`config.mk`:
```
export PLATFORM = sky130hd
export DESIGN_NAME = dual_mod_divider
export DESIGN_NICKNAME = d
export VERILOG_FILES = /design/src/rtl/psd_pkg.sv /design/src/rtl/psd_split.sv /design/src/rtl/psd_down_ctr.sv /design/src/rtl/dual_mod_divider.sv
export SDC_FILE = /design/constraint.sdc
export NUM_CORES = 1
export LEC_CHECK = 0
export ABC_CLOCK_PERIOD_IN_PS = 4700
export BUFFER_PORTS_ARGS = -buffer_cell sky130_fd_sc_hd__buf_2
export CAP_MARGIN = 20
export CORE_ASPECT_RATIO = 1.1
export CORE_MARGIN = 8
export CORE_UTILIZATION = 45
export DETAILED_ROUTE_END_ITERATION = 10
export PLACE_DENSITY = 0.63
export SETUP_SLACK_MARGIN = 0.1
export SYNTH_ARGS = -nofsm -noshare
export SYNTH_HDL_FRONTEND = slang
export SYNTH_SLANG_ARGS = --single-unit
```
`constraint.sdc`:
```
create_clock -name clk -period 4.7 [get_ports clk]
set_input_delay 0.47 -clock clk [delete_from_list [all_inputs] [get_ports clk]]
set_output_delay 0.47 -clock clk [all_outputs]
set_load 0.005 [all_outputs]
```
`src/rtl/psd_pkg.sv`:
```
package psd_pkg;
  typedef enum logic {
    PAIR_SMALL = 1'b0,
    PAIR_LARGE = 1'b1
  } pair_e;
endpackage

```
`src/rtl/psd_split.sv`:
```
module psd_split
  import psd_pkg::*;
#(
  parameter int N_W   = 18,
  parameter int SW_LO = 5
) (
  input  logic [N_W-1:0] n_word,
  input  logic           pair_sel,
  output logic [N_W-1:0] a_val,
  output logic [N_W-1:0] b_val
);
  localparam int SW_HI = SW_LO + 1;
  localparam logic [N_W-1:0] MASK_LO = {{(N_W-SW_LO){1'b0}}, {SW_LO{1'b1}}};
  localparam logic [N_W-1:0] MASK_HI = {{(N_W-SW_HI){1'b0}}, {SW_HI{1'b1}}};

  logic [N_W-1:0] a_raw, b_raw, b_floor;

  always_comb begin
    if (pair_e'(pair_sel) == PAIR_LARGE) begin
      a_raw = n_word & MASK_HI;
      b_raw = n_word >> SW_HI;
    end else begin
      a_raw = n_word & MASK_LO;
      b_raw = n_word >> SW_LO;
    end
    // main count may not be shorter than the swallow count, nor zero
    b_floor = (b_raw < a_raw) ? a_raw : b_raw;
    b_val   = (b_floor == '0) ? N_W'(1) : b_floor;
    a_val   = a_raw;
  end
endmodule

```
`src/rtl/psd_down_ctr.sv`:
```
module psd_down_ctr #(
  parameter int W = 18
) (
  input  logic         clk,
  input  logic         rst,
  input  logic         clr,
  input  logic         load,
  input  logic [W-1:0] load_val,
  output logic [W-1:0] cnt_q,
  output logic [W-1:0] cnt_nx
);
  always_comb begin
    if (clr)                cnt_nx = '0;
    else if (load)          cnt_nx = load_val;
    else if (cnt_q != '0)   cnt_nx = cnt_q - W'(1);
    else                    cnt_nx = '0;
  end

  always_ff @(posedge clk) begin
    if (rst) cnt_q <= '0;
    else     cnt_q <= cnt_nx;
  end
endmodule

```
`src/rtl/dual_mod_divider.sv`:
```
module dual_mod_divider #(
  parameter int N_W   = 18,
  parameter int SW_LO = 5
) (
  input  logic           clk,
  input  logic           rst,
  input  logic [N_W-1:0] n_word,
  input  logic           pair_sel,
  input  logic           pwdn,
  output logic           mod_hi,
  output logic           div_pulse
);
  logic [N_W-1:0] a_val, b_val;
  logic [N_W-1:0] a_cnt, a_nx, b_cnt, b_nx;
  logic           run_q, reload;

  psd_split #(.N_W(N_W), .SW_LO(SW_LO)) u_split (
    .n_word(n_word), .pair_sel(pair_sel), .a_val(a_val), .b_val(b_val)
  );

  // a new period starts after idle or on the terminal main count
  assign reload = !run_q || (b_cnt == N_W'(1));

  psd_down_ctr #(.W(N_W)) u_swallow (
    .clk(clk), .rst(rst), .clr(pwdn), .load(reload), .load_val(a_val),
    .cnt_q(a_cnt), .cnt_nx(a_nx)
  );

  psd_down_ctr #(.W(N_W)) u_main (
    .clk(clk), .rst(rst), .clr(pwdn), .load(reload), .load_val(b_val),
    .cnt_q(b_cnt), .cnt_nx(b_nx)
  );

  always_ff @(posedge clk) begin
    if (rst || pwdn) begin
      run_q     <= 1'b0;
      mod_hi    <= 1'b0;
      div_pulse <= 1'b0;
    end else begin
      run_q     <= 1'b1;
      mod_hi    <= (a_nx != '0);
      div_pulse <= (b_nx == N_W'(1));
    end
  end
endmodule

```
==> impl_results.md, run 1 <==
* Number of synthesized flops with an enable pin at 0
* Clock Skew at 11.8 ps
* Slew @ Worst Pin at 1050 ps
* Hold Path Origin: pwdn
* Minimum clock period at 3250 ps
* Crit-path max cell delay at 900 ps
* Core area at 6080 um2
* Clock net sink count at 39
* Total Routing Usage GR at 16.6%
* Critical path peak fanout at 8
* Async set-reset flop share out of synthesis at 0%
* Syn_nets at 391
* Top_reg_cell synth: dfxtp_1
* Row Count at 30
* Ant. Diodes at 0
* Post-Route WL at 7370 um
* Initial Util at 45.9%
* Crit path DAT at 3420 ps
* Port bufs at 23
* Finished Core Util at 50.4%
* WL/cell at 16.1 um
* Min-Delay Path Class: primary input to flip-flop
* Fraction of layout cells with a size suffix above 1 at 14.1%
* CP Capture Type: flip-flop
* Die ar. at 8990 um2
* Worst-Skew Late Latency at 300 ps
* Nets at 406
* CP required at 4870 ps
* Clk buf depth at 2
* PostCTS Resize Cnt at 0
* First-pass GRT wire length at 12500 um
* Syn. warnings at 0
* Vias at 2695
* Clk pin slew, worst setup/hold paths at 80 ps
* Crit-path slowest cell: nor4_1
* Syn avg cell area at 7.74 um2
* Rel. slew slack at 29.3%
* Post-CTS setup buffers at 0
* Cts hold-fix bufs at 0
* P_leak at 1.21 nW
* CTS Buf Count at 5
* TritonRoute pass-1 iters at 4
* Endpoints failing setup at 0
* Unrepaired setup endpoints after global routing: no
* Register area share after synthesis at 28.0%
* Setup TNS at 0 ps
* Max Clk Rate at 308 MHz
* Critical path type: flip-flop to flip-flop
* Status: finished, final reports clean
* RD Place Congestion at 0.853
* MaxCap Viol Count at 0
* Die width at 91.1 um
* Final Max Tran Viols at 0
* Distinct cells, synth at 52
* Clock tree root driver cell: clkbuf_8
* Yosys reg bits at 39
* R2r startpoint: u_swallow.cnt_q[4]
* Post-DP Area at 2950 um2
* Synthesized cell area at 2790 um2
* Pwr dens at 324 nW/um2
* Die Y at 98.6 um
* Hold Vio Cnt, Final at 0
* Via density at 5.90
* Mapped Cells at 361
* Layout fillers at 621
* Initial antenna violation count at 0
* CP startpoint: u_swallow.cnt_q[4]
* Residual DRC count at 0
* Maximum vdd drop at 0.000202 V
* Critical path, cell by cell: nor4_1 > nand2_1 > o41ai_1 > nor2_1 > o22ai_1 > nand4_1 > a211o_1
* DPL Wire Length at 5610 um
* CTS tree: done
* ANT nets after route at 0
* Initial DRC Count at 159
* Remaining Overflow, GRT at 0
* Pin count of the biggest net entering global routing at 22
* Total power at 0.993 mW
* Max H-tree Level at 2
* Top Ports at 24
* Vias in the first global route at 2594
* Worst setup SP type: flip-flop
* Hold WS at 471 ps
* Area grow syn2layout at 9.81%
* Tcrit/Tclk final at 69.1%
* Post-route cell area at 3070 um2
==> Yosys cell counts (all sizes together), types with 8 or more instances <==
master  count  share of area (%)
nor2       63                8.5
dfxtp      39                 28
a21oi      23                4.3
nor3       20                3.6
nand2      18                2.4
inv        17                2.3
xnor2      15                4.7
clkbuf     14                1.9
nor4       12                3.7
xor2       12                3.8
mux2        9                3.8
or3         9                2.0
or4         9                2.7
a211oi      8                2.2
ha          8                3.6
mux2i       8                2.9
nand4       8                1.8
o21ai       8                1.4
==> power by group <==
group,internal [mW],switching (mW),leakage (nW)
Combinational,0.138,0.200,0.834
Clock,0.158,0.129,0.0581
Sequential,0.348,0.0207,0.318
==> sequential cells by signal, summed over array words and instances, names as in the netlist <==
signal / flops
u_main.cnt_q: 18
u_swallow.cnt_q: 18
div_pulse: 1
mod_hi: 1
run_q: 1
==> logic make-up (layout without fill, tap and decap cells) <==
family / Yosys count / in the layout / synth area share (%)
xor gates and xnor gates: 27 / 27 / 8.47
and+or+nand+nor: 156 / 156 / 29.3
buffers and inverters: 33 / 49 / 4.48
muxes: 17 / 17 / 6.63
adders and majority gates: 8 / 8 / 3.58
DFF: 39 / 39 / 28.0
AOI/OAI and AO/OA: 81 / 81 / 19.6
==> final timing paths <==
path / end / slack (ps) / cells past startpoint
worst min-delay path: u_swallow.cnt_q[1] / 470 / 2
worst max register to register: mod_hi / 1450 / 7
worst min register to register: u_main.cnt_q[15] / 500 / 2
worst max-delay path: mod_hi / 1450 / 7
==> layout make-up <==
cell class | count | area [um2] | share of cell area [%]
Timing Repair Buffer | 24 | 123 | 4.00
Sequential cell | 39 | 781 | 25.5
Clock inverter | 3 | 43.8 | 1.43
Inverter | 17 | 63.8 | 2.08
Tap cell | 80 | 100 | 3.26
Clock buffer | 5 | 68.8 | 2.24
Multi-Input combinational cell | 289 | 1890 | 61.5
==> cell usage in the layout, fill, tap and decap left out, types with 7 or more instances in the layout <==
cell / instances
a211oi_1: 8
a21oi_1: 22
buf_2: 23
dfxtp_1: 39
ha_1: 8
inv_1: 17
mux2_2: 8
mux2i_1: 8
nand2_1: 18
nand4_1: 8
nor2_1: 63
nor3_1: 20
nor4_1: 9
o21ai_0: 8
or3_1: 9
or4_1: 7
xnor2_1: 15
xor2_1: 12
==> through the flow <==
step,worst slack [ps],instances
finish,1450,457
global placement,1370,449
detailed placement,1300,449
floorplan,1140,361
global route,1140,457
CTS,1490,457
==> routing by layer <==
metal	share of wire, %	GRT usage, %
met1	45	19.7
met2	51	29.1
met3	3.4	2.81
met4	1.5	5.55
met5	0	0
==> worst max-delay path, delay by kind of cell (launching register included) <==
| kind | cells | cell delay, ps |
|---|---|---|
| AND/OR/NAND/NOR | 4 | 1520 |
| flip-flops | 1 | 340 |
| AO/OA/AOI/OAI | 3 | 1270 |
Power figures use the tool's default switching activity.
==> inputs of run 2 (changes only) <==
--- a/config.mk
+++ b/config.mk
@@ -5,14 +5,14 @@
 export SDC_FILE = /design/constraint.sdc
 export NUM_CORES = 1
 export LEC_CHECK = 0
-export ABC_CLOCK_PERIOD_IN_PS = 4700
+export ABC_CLOCK_PERIOD_IN_PS = 2900
 export BUFFER_PORTS_ARGS = -buffer_cell sky130_fd_sc_hd__buf_2
 export CAP_MARGIN = 20
 export CORE_ASPECT_RATIO = 1.1
 export CORE_MARGIN = 8
 export CORE_UTILIZATION = 45
 export DETAILED_ROUTE_END_ITERATION = 10
-export PLACE_DENSITY = 0.63
+export PLACE_DENSITY = 0.65
 export SETUP_SLACK_MARGIN = 0.1
 export SYNTH_ARGS = -nofsm -noshare
 export SYNTH_HDL_FRONTEND = slang
==> constraint.sdc (replaced) <==
create_clock -name clk -period 2.9 [get_ports clk]
set_input_delay 0.29 -clock clk [delete_from_list [all_inputs] [get_ports clk]]
set_output_delay 0.29 -clock clk [all_outputs]
set_load 0.005 [all_outputs]
==> run 2 against run 1 <==
Non-clock buffer count increased by 20. Wire length increased by 0.46%. Largest power group is now combinational cells. Clock power increased by 36%. Via count increased by 3.2%. Critical path depth increased by 3. First-iteration DRC count increased by 36%. Flip-flop and latch count unchanged. Setup slack got worse by 1200 ps. Register-to-register slack got worse by 1200 ps. Maximum frequency increased by 21%. Critical endpoint is now div_pulse. Highest routed layer unchanged. Sequential share of layout area decreased by 1.6 points.
==> impl_results.md, run 2 (synthesis results as in run 1) <==
* Status: finished, final reports clean
* Row Count at 30 (unchanged)
* MaxCap Viol Count at 0 (unchanged)
* Total power at 1.61 mW (+62%)
* Commonest cells after routing, fill and taps aside: 63 x nor2_1, 39 x dfxtp_1, 23 x buf_2
* Worst-Skew Late Latency at 300 ps (about the same)
* Maximum vdd drop at 0.000293 V (+45%)
* Initial DRC Count at 216 (+36%)
* Remaining Overflow, GRT at 0 (unchanged)
* Crit path depth at 10 (+3)
* Crit path buf inv count at 2 (+2)
* Max Clk Rate at 374 MHz (+21%)
* Endpoints failing setup at 0 (unchanged)
* Pin count of the biggest net entering global routing at 22 (unchanged)
* Tcrit/Tclk final at 92.2% (+23 points)
* RD Place Congestion at 0.887 (+4.0%)
* Pwr dens at 492 nW/um2 (+52%)
* ANT nets after route at 0 (unchanged)
* Hold Path Stages at 2 (unchanged)
* Post-Route WL at 7400 um (+0.46%)
* Port bufs at 23 (unchanged)
* Initial Util at 45.9% (unchanged)
* Area grow syn2layout at 17.0%
* Clock Skew at 15.0 ps (+3.15 ps)
* Slew @ Worst Pin at 449 ps (-602 ps)
* Clk buf depth at 2 (unchanged)
* Hold Path Origin: pwdn
* Via density at 5.83 (-1.1%)
* Residual DRC count at 0 (unchanged)
* Max H-tree Level at 2 (unchanged)
* CTS tree: done
* Fraction of layout cells with a size suffix above 1 at 20.2% (+6.1 points)
* Cell family with most CP delay: simple AND/OR/NAND/NOR gates
* GRT met1 Usage at 22.1% (+2.4 points)
* Unrepaired setup endpoints after global routing: no
* Met2 Use GR at 25.4% (-3.7 points)
* Hold Vio Cnt, Final at 0 (unchanged)
* Crit-path max cell delay at 680 ps (-220 ps)
* R2r startpoint: u_main.cnt_q[1]
* Critical path peak fanout at 6 (-2)
* Initial antenna violation count at 0 (unchanged)
* Setup TNS at 0 ps (unchanged)
* Worst R2R Path Depth at 10 (+3)
* Layer with the highest usage: met2
* Met3 GRT Util at 2.28% (-0.53 points)
* Worst setup SP type: flip-flop
* Core area at 6080 um2 (unchanged)
* Vias at 2782 (+3.2%)
* Critical path, cell by cell: inv_1 > ha_1 > or4b_2 > buf_4 > o21ai_0 > nand2_1 > o21ai_0 > a21oi_1 > or4_4 > nor4_2
* TritonRoute pass-1 iters at 4 (unchanged)
* Worst R2R Setup Slack at 230 ps (-1230 ps)
* CP Capture Type: flip-flop
* First-pass GRT wire length at 12400 um (-0.17%)
* Total Routing Usage GR at 16.4% (-0.11 points)
* Ant. Diodes at 0 (unchanged)
* Die Y at 98.6 um (unchanged)
* Min-Delay Path Class: primary input to flip-flop
* Vias in the first global route at 2616 (+0.85%)
* Die width at 91.1 um (unchanged)
* Cts hold-fix bufs at 0 (unchanged)
* P_leak at 1.31 nW (+8.2%)
* Nets at 426 (+4.9%)
* Critical R2R Capture: div_pulse
* Largest regs: u_main.cnt_q: 18 flops, u_swallow.cnt_q: 18 flops
* Die ar. at 8990 um2 (unchanged)
* Clock net sink count at 39 (unchanged)
* Crit path DAT at 2890 ps (-530 ps)
* Clk pin slew, worst setup/hold paths at 80 ps (about the same)
* Top Ports at 24 (unchanged)
* Critical path type: flip-flop to flip-flop
* Crit-path slowest cell: or4b_2
* Rel. slew slack at 69.9% (+41 points)
* Min-Delay Endpoint: u_swallow.cnt_q[1]
* Final Max Tran Viols at 0 (unchanged)
* Post-CTS setup buffers at 0 (unchanged)
* WL/cell at 15.5 um (-3.8%)
* Worst path most repeated cell: o21ai_0
* CTS Buf Count at 5 (unchanged)
* Clock tree root driver cell: clkbuf_8
* Commonest non-fill, non-tap cell in the layout: nor2_1
* CP required at 3110 ps (-1760 ps)
* DPL Wire Length at 5700 um (+1.7%)
* Minimum clock period at 2670 ps (-574 ps)
-- run 2: changes by cell type in the layout (fill, tap and decap cells not counted), moves of 2 or more --
cell,previous run,this run
ha_1,8,6
nor4_1,9,7
ha_4,0,2
buf_4,1,21
-- run 2: worst register-to-register path, stage by stage (launching register included) --
cell and delay, ps:
dfxtp_1 310, inv_1 80, ha_1 200, or4b_2 680, buf_4 200, o21ai_0 130, nand2_1 100, o21ai_0 90
a21oi_1 120, or4_4 550, nor4_2 130
-- run 2: worst max path at each step --
stage / to / slack [ps] / start
after global placement: div_pulse / 90 / pair_sel
final: div_pulse / 230 / u_main.cnt_q[1]
after floorplan: div_pulse / 90 / pair_sel
after CTS: div_pulse / 120 / u_main.cnt_q[10]
after detailed placement: div_pulse / 10 / pair_sel
after global routing: div_pulse / 120 / u_main.cnt_q[1]
-- run 2: power by group --
group | switching (mW) | internal [mW] | total, mW
clock | 0.196 | 0.195 | 0.391
combinational | 0.354 | 0.270 | 0.623
sequential | 0.0288 | 0.564 | 0.593
-- run 2: repair_timing --
item | 4_1_cts | 5_1_grt
endpoints found under the setup margin | 1 | 2
pin swaps | 0 | 1
cloned | 0 | 0
resized for setup | 1 | 6
-- run 2: stage by stage --
| stage | worst slack [ps] | cell area (um2) | utilization (%) | hold slack (ps) | std cells |
|---|---|---|---|---|---|
| 6_report | 225 | 3270 | 53.7 | 321 | 477 |
| 5_1_grt | 121 | 3270 | 53.7 | 317 | 477 |
| 4_1_cts | 121 | 3240 | 53.3 | 287 | 477 |
| 3_5_place_dp | 9.76 | 3140 | 51.6 | 487 | 469 |
| 3_3_place_gp | 89.6 | 3140 | 51.6 | 489 | 469 |
| 2_1_floorplan | 91.0 | 2860 | - | 402 | 361 |
-- run 2: layout make-up --
class / instances / area (um2)
Tap cell: 80 / 100
Multi-Input combinational cell: 289 / 1960
Timing Repair Buffer: 44 / 273
Clock buffer: 7 / 86.3
Sequential cell: 39 / 781
Clock inverter: 1 / 8.76
Fill cell: 622 / 2810
Inverter: 17 / 63.8
-- run 2: per-layer routing --
metal / up-vias / part of all wire [%]
li1: 1397 / -
met1: 1290 / 50
met2: 81 / 44
met3: 14 / 3.7
met4: 0 / 2.5
met5: - / 0
==> inputs of run 3 (changes only) <==
--- a/config.mk
+++ b/config.mk
@@ -8,11 +8,13 @@
 export ABC_CLOCK_PERIOD_IN_PS = 2900
 export BUFFER_PORTS_ARGS = -buffer_cell sky130_fd_sc_hd__buf_2
 export CAP_MARGIN = 20
+export CELL_PAD_IN_SITES_DETAIL_PLACEMENT = 1
+export CELL_PAD_IN_SITES_GLOBAL_PLACEMENT = 1
 export CORE_ASPECT_RATIO = 1.1
 export CORE_MARGIN = 8
-export CORE_UTILIZATION = 45
+export CORE_UTILIZATION = 40
 export DETAILED_ROUTE_END_ITERATION = 10
-export PLACE_DENSITY = 0.65
+export PLACE_DENSITY = 0.76
 export SETUP_SLACK_MARGIN = 0.1
 export SYNTH_ARGS = -nofsm -noshare
 export SYNTH_HDL_FRONTEND = slang
==> run 3 against run 2 <==
Critical path depth shrank 2. Combinational power grew 5.9%. Via count grew 3.4%. First-iteration DRC count shrank 38%. Hold slack lost 28 ps. Clock power shrank 2%. Wire length grew 20%. Count of clock-buffer cells in the layout shrank 1. Maximum frequency shrank 0.49%. Design area grew 1.2%. Global-route usage grew 1.8 points. Largest cell class unchanged. Largest power group unchanged.
==> impl_results.md, run 3 (synthesis results as in run 1) <==
* Status: finished, final reports clean
* Minimum clock period at 2690 ps (+13.1 ps)
* Initial DRC Count at 134 (-38%)
* Clk pin slew, worst setup/hold paths at 80 ps (about the same)
* Critical path peak fanout at 6 (unchanged)
* Crit path DAT at 2900 ps (about the same)
* RD Place Congestion at 0.818 (-7.8%)
* Nets at 427 (+0.23%)
* CTS tree: done
* Row Count at 32 (+6.7%)
* Die Y at 104 um (+5.1%)
* Hold Path Stages at 2 (unchanged)
* Post-CTS setup buffers at 0 (unchanged)
* Unrepaired setup endpoints after global routing: no
* CP Capture Type: flip-flop
* Largest regs: u_main.cnt_q: 18 flops, u_swallow.cnt_q: 18 flops
* Slew @ Worst Pin at 458 ps (+9.06 ps)
* Remaining Overflow, GRT at 0 (unchanged)
* Residual DRC count at 0 (unchanged)
* Die width at 95.7 um (+5.0%)
* First-pass GRT wire length at 14900 um (+19%)
* Worst setup SP type: flip-flop
* CTS Buf Count at 5 (unchanged)
* Worst R2R Setup Slack at 210 ps (about the same)
* Maximum vdd drop at 0.000234 V (-20%)
* Port bufs at 23 (unchanged)
* Commonest non-fill, non-tap cell in the layout: nor2_1
* Vias at 2876 (+3.4%)
* Max Clk Rate at 372 MHz (-0.49%)
* Clock tree root driver cell: clkbuf_8
* Pin count of the biggest net entering global routing at 22 (unchanged)
* Initial antenna violation count at 0 (unchanged)
* Commonest cells after routing, fill and taps aside: 63 x nor2_1, 39 x dfxtp_1, 23 x buf_2
* Post-route cell area at 3310 um2 (+1.2%)
* Pwr dens at 497 nW/um2 (+0.99%)
* Total Routing Usage GR at 18.3% (+1.8 points)
* Area grow syn2layout at 18.4%
* Min-Delay Endpoint: u_swallow.cnt_q[1]
* ANT nets after route at 0 (unchanged)
* TritonRoute pass-1 iters at 4 (unchanged)
* Tcrit/Tclk final at 92.7% (+0.45 points)
* Clk buf depth at 2 (unchanged)
* R2r startpoint: u_main.cnt_q[10]
* Top Ports at 24 (unchanged)
* DPL Wire Length at 6700 um (+17%)
* Post-DP Area at 3150 um2 (+0.44%)
* Critical R2R Capture: div_pulse
* Setup TNS at 0 ps (unchanged)
* Endpoints failing setup at 0 (unchanged)
* Rel. slew slack at 69.4% (-0.49 points)
* P_leak at 1.31 nW (about the same)
* WL/cell at 18.4 um (+18%)
* MaxCap Viol Count at 0 (unchanged)
* Final Max Tran Viols at 0 (unchanged)
* Worst R2R Path Depth at 8 (-2)
* Vias in the first global route at 3015 (+15%)
* Min-Delay Path Class: primary input to flip-flop
* Critical path type: flip-flop to flip-flop
* Final worst slack at 212 ps (-13.1 ps)
* Worst-Skew Late Latency at 300 ps (about the same)
* Clock Skew at 5.17 ps (-9.80 ps)
* Via density at 5.95 (+2.1%)
* Post-Route WL at 8870 um (+20%)
* Ant. Diodes at 0 (unchanged)
* Clock net sink count at 39 (unchanged)
* CP required at 3110 ps (about the same)
* Initial Util at 40.6% (-5.4 points)
* Max H-tree Level at 2 (unchanged)
* Setup WS pre-CTS at -20.0 ps (-29.8 ps)
* Core area at 6890 um2 (+13%)
* Fraction of layout cells with a size suffix above 1 at 21.1% (+0.95 points)
* Die ar. at 9910 um2 (+10%)
* Hold Path Origin: pwdn
* Hold Vio Cnt, Final at 0 (unchanged)
* Total power at 1.64 mW (+2.2%)
-- run 3: final cells by class --
class / instances / area (um2)
sequential: 39 / 781
clock buffer: 6 / 72.6
multi-input combinational: 289 / 1990
timing repair buffer: 45 / 280
clock inverter: 2 / 12.5
tap: 85 / 106
fill: 887 / 3580
inverter: 17 / 63.8
-- run 3: worst max path at each step --
stage / from / end / slack, ps / cells after the start
final: u_main.cnt_q[10] / div_pulse / 210 / 8
after CTS: u_main.cnt_q[10] / div_pulse / 130 / 8
after global routing: u_main.cnt_q[10] / div_pulse / 110 / 9
after global placement: pair_sel / div_pulse / 100 / 11
after detailed placement: pair_sel / div_pulse / -20 / 11
after floorplan: pair_sel / div_pulse / 90 / 11
-- run 3: per-stage QoR --
stage	hold WS [ps]	util, %	cells
floorplan	402	-	361
global placement	488	45.8	475
detailed placement	496	45.8	475
CTS	273	47.3	483
global route	305	48.0	483
finish	293	48.0	483
-- run 3: timing repair --
item / 4_1_cts / 5_1_grt
hold buffers: 0 / 0
gates resized for setup: 5 / 8
pin swaps: 1 / 1
endpoints found under the setup margin: 1 / 2
endpoints found under the hold margin: 0 / 0
-- run 3: worst max-delay path, cell delays in order (launching register included) --
cell and delay [ps]:
dfxtp_1 350, or4_1 610, buf_4 200, nor4_4 280
buf_4 180, a21o_2 210, a21oi_1 90, or4_4 540
nor4_2 150
-- run 3: layer usage --
layer,vias to the layer above,global-route usage [%],wire (um)
li1,1396,-,-
met1,1405,24.2,4210
met2,68,29.1,4270
met3,7,2.17,271
met4,0,6.93,117
met5,-,0,0
-- run 3: report_power, final --
group,leakage [nW],internal (mW),switching (mW),total (mW)
sequential,0.318,0.564,0.0341,0.598
combinational,0.951,0.281,0.378,0.660
clock,0.0412,0.169,0.217,0.385
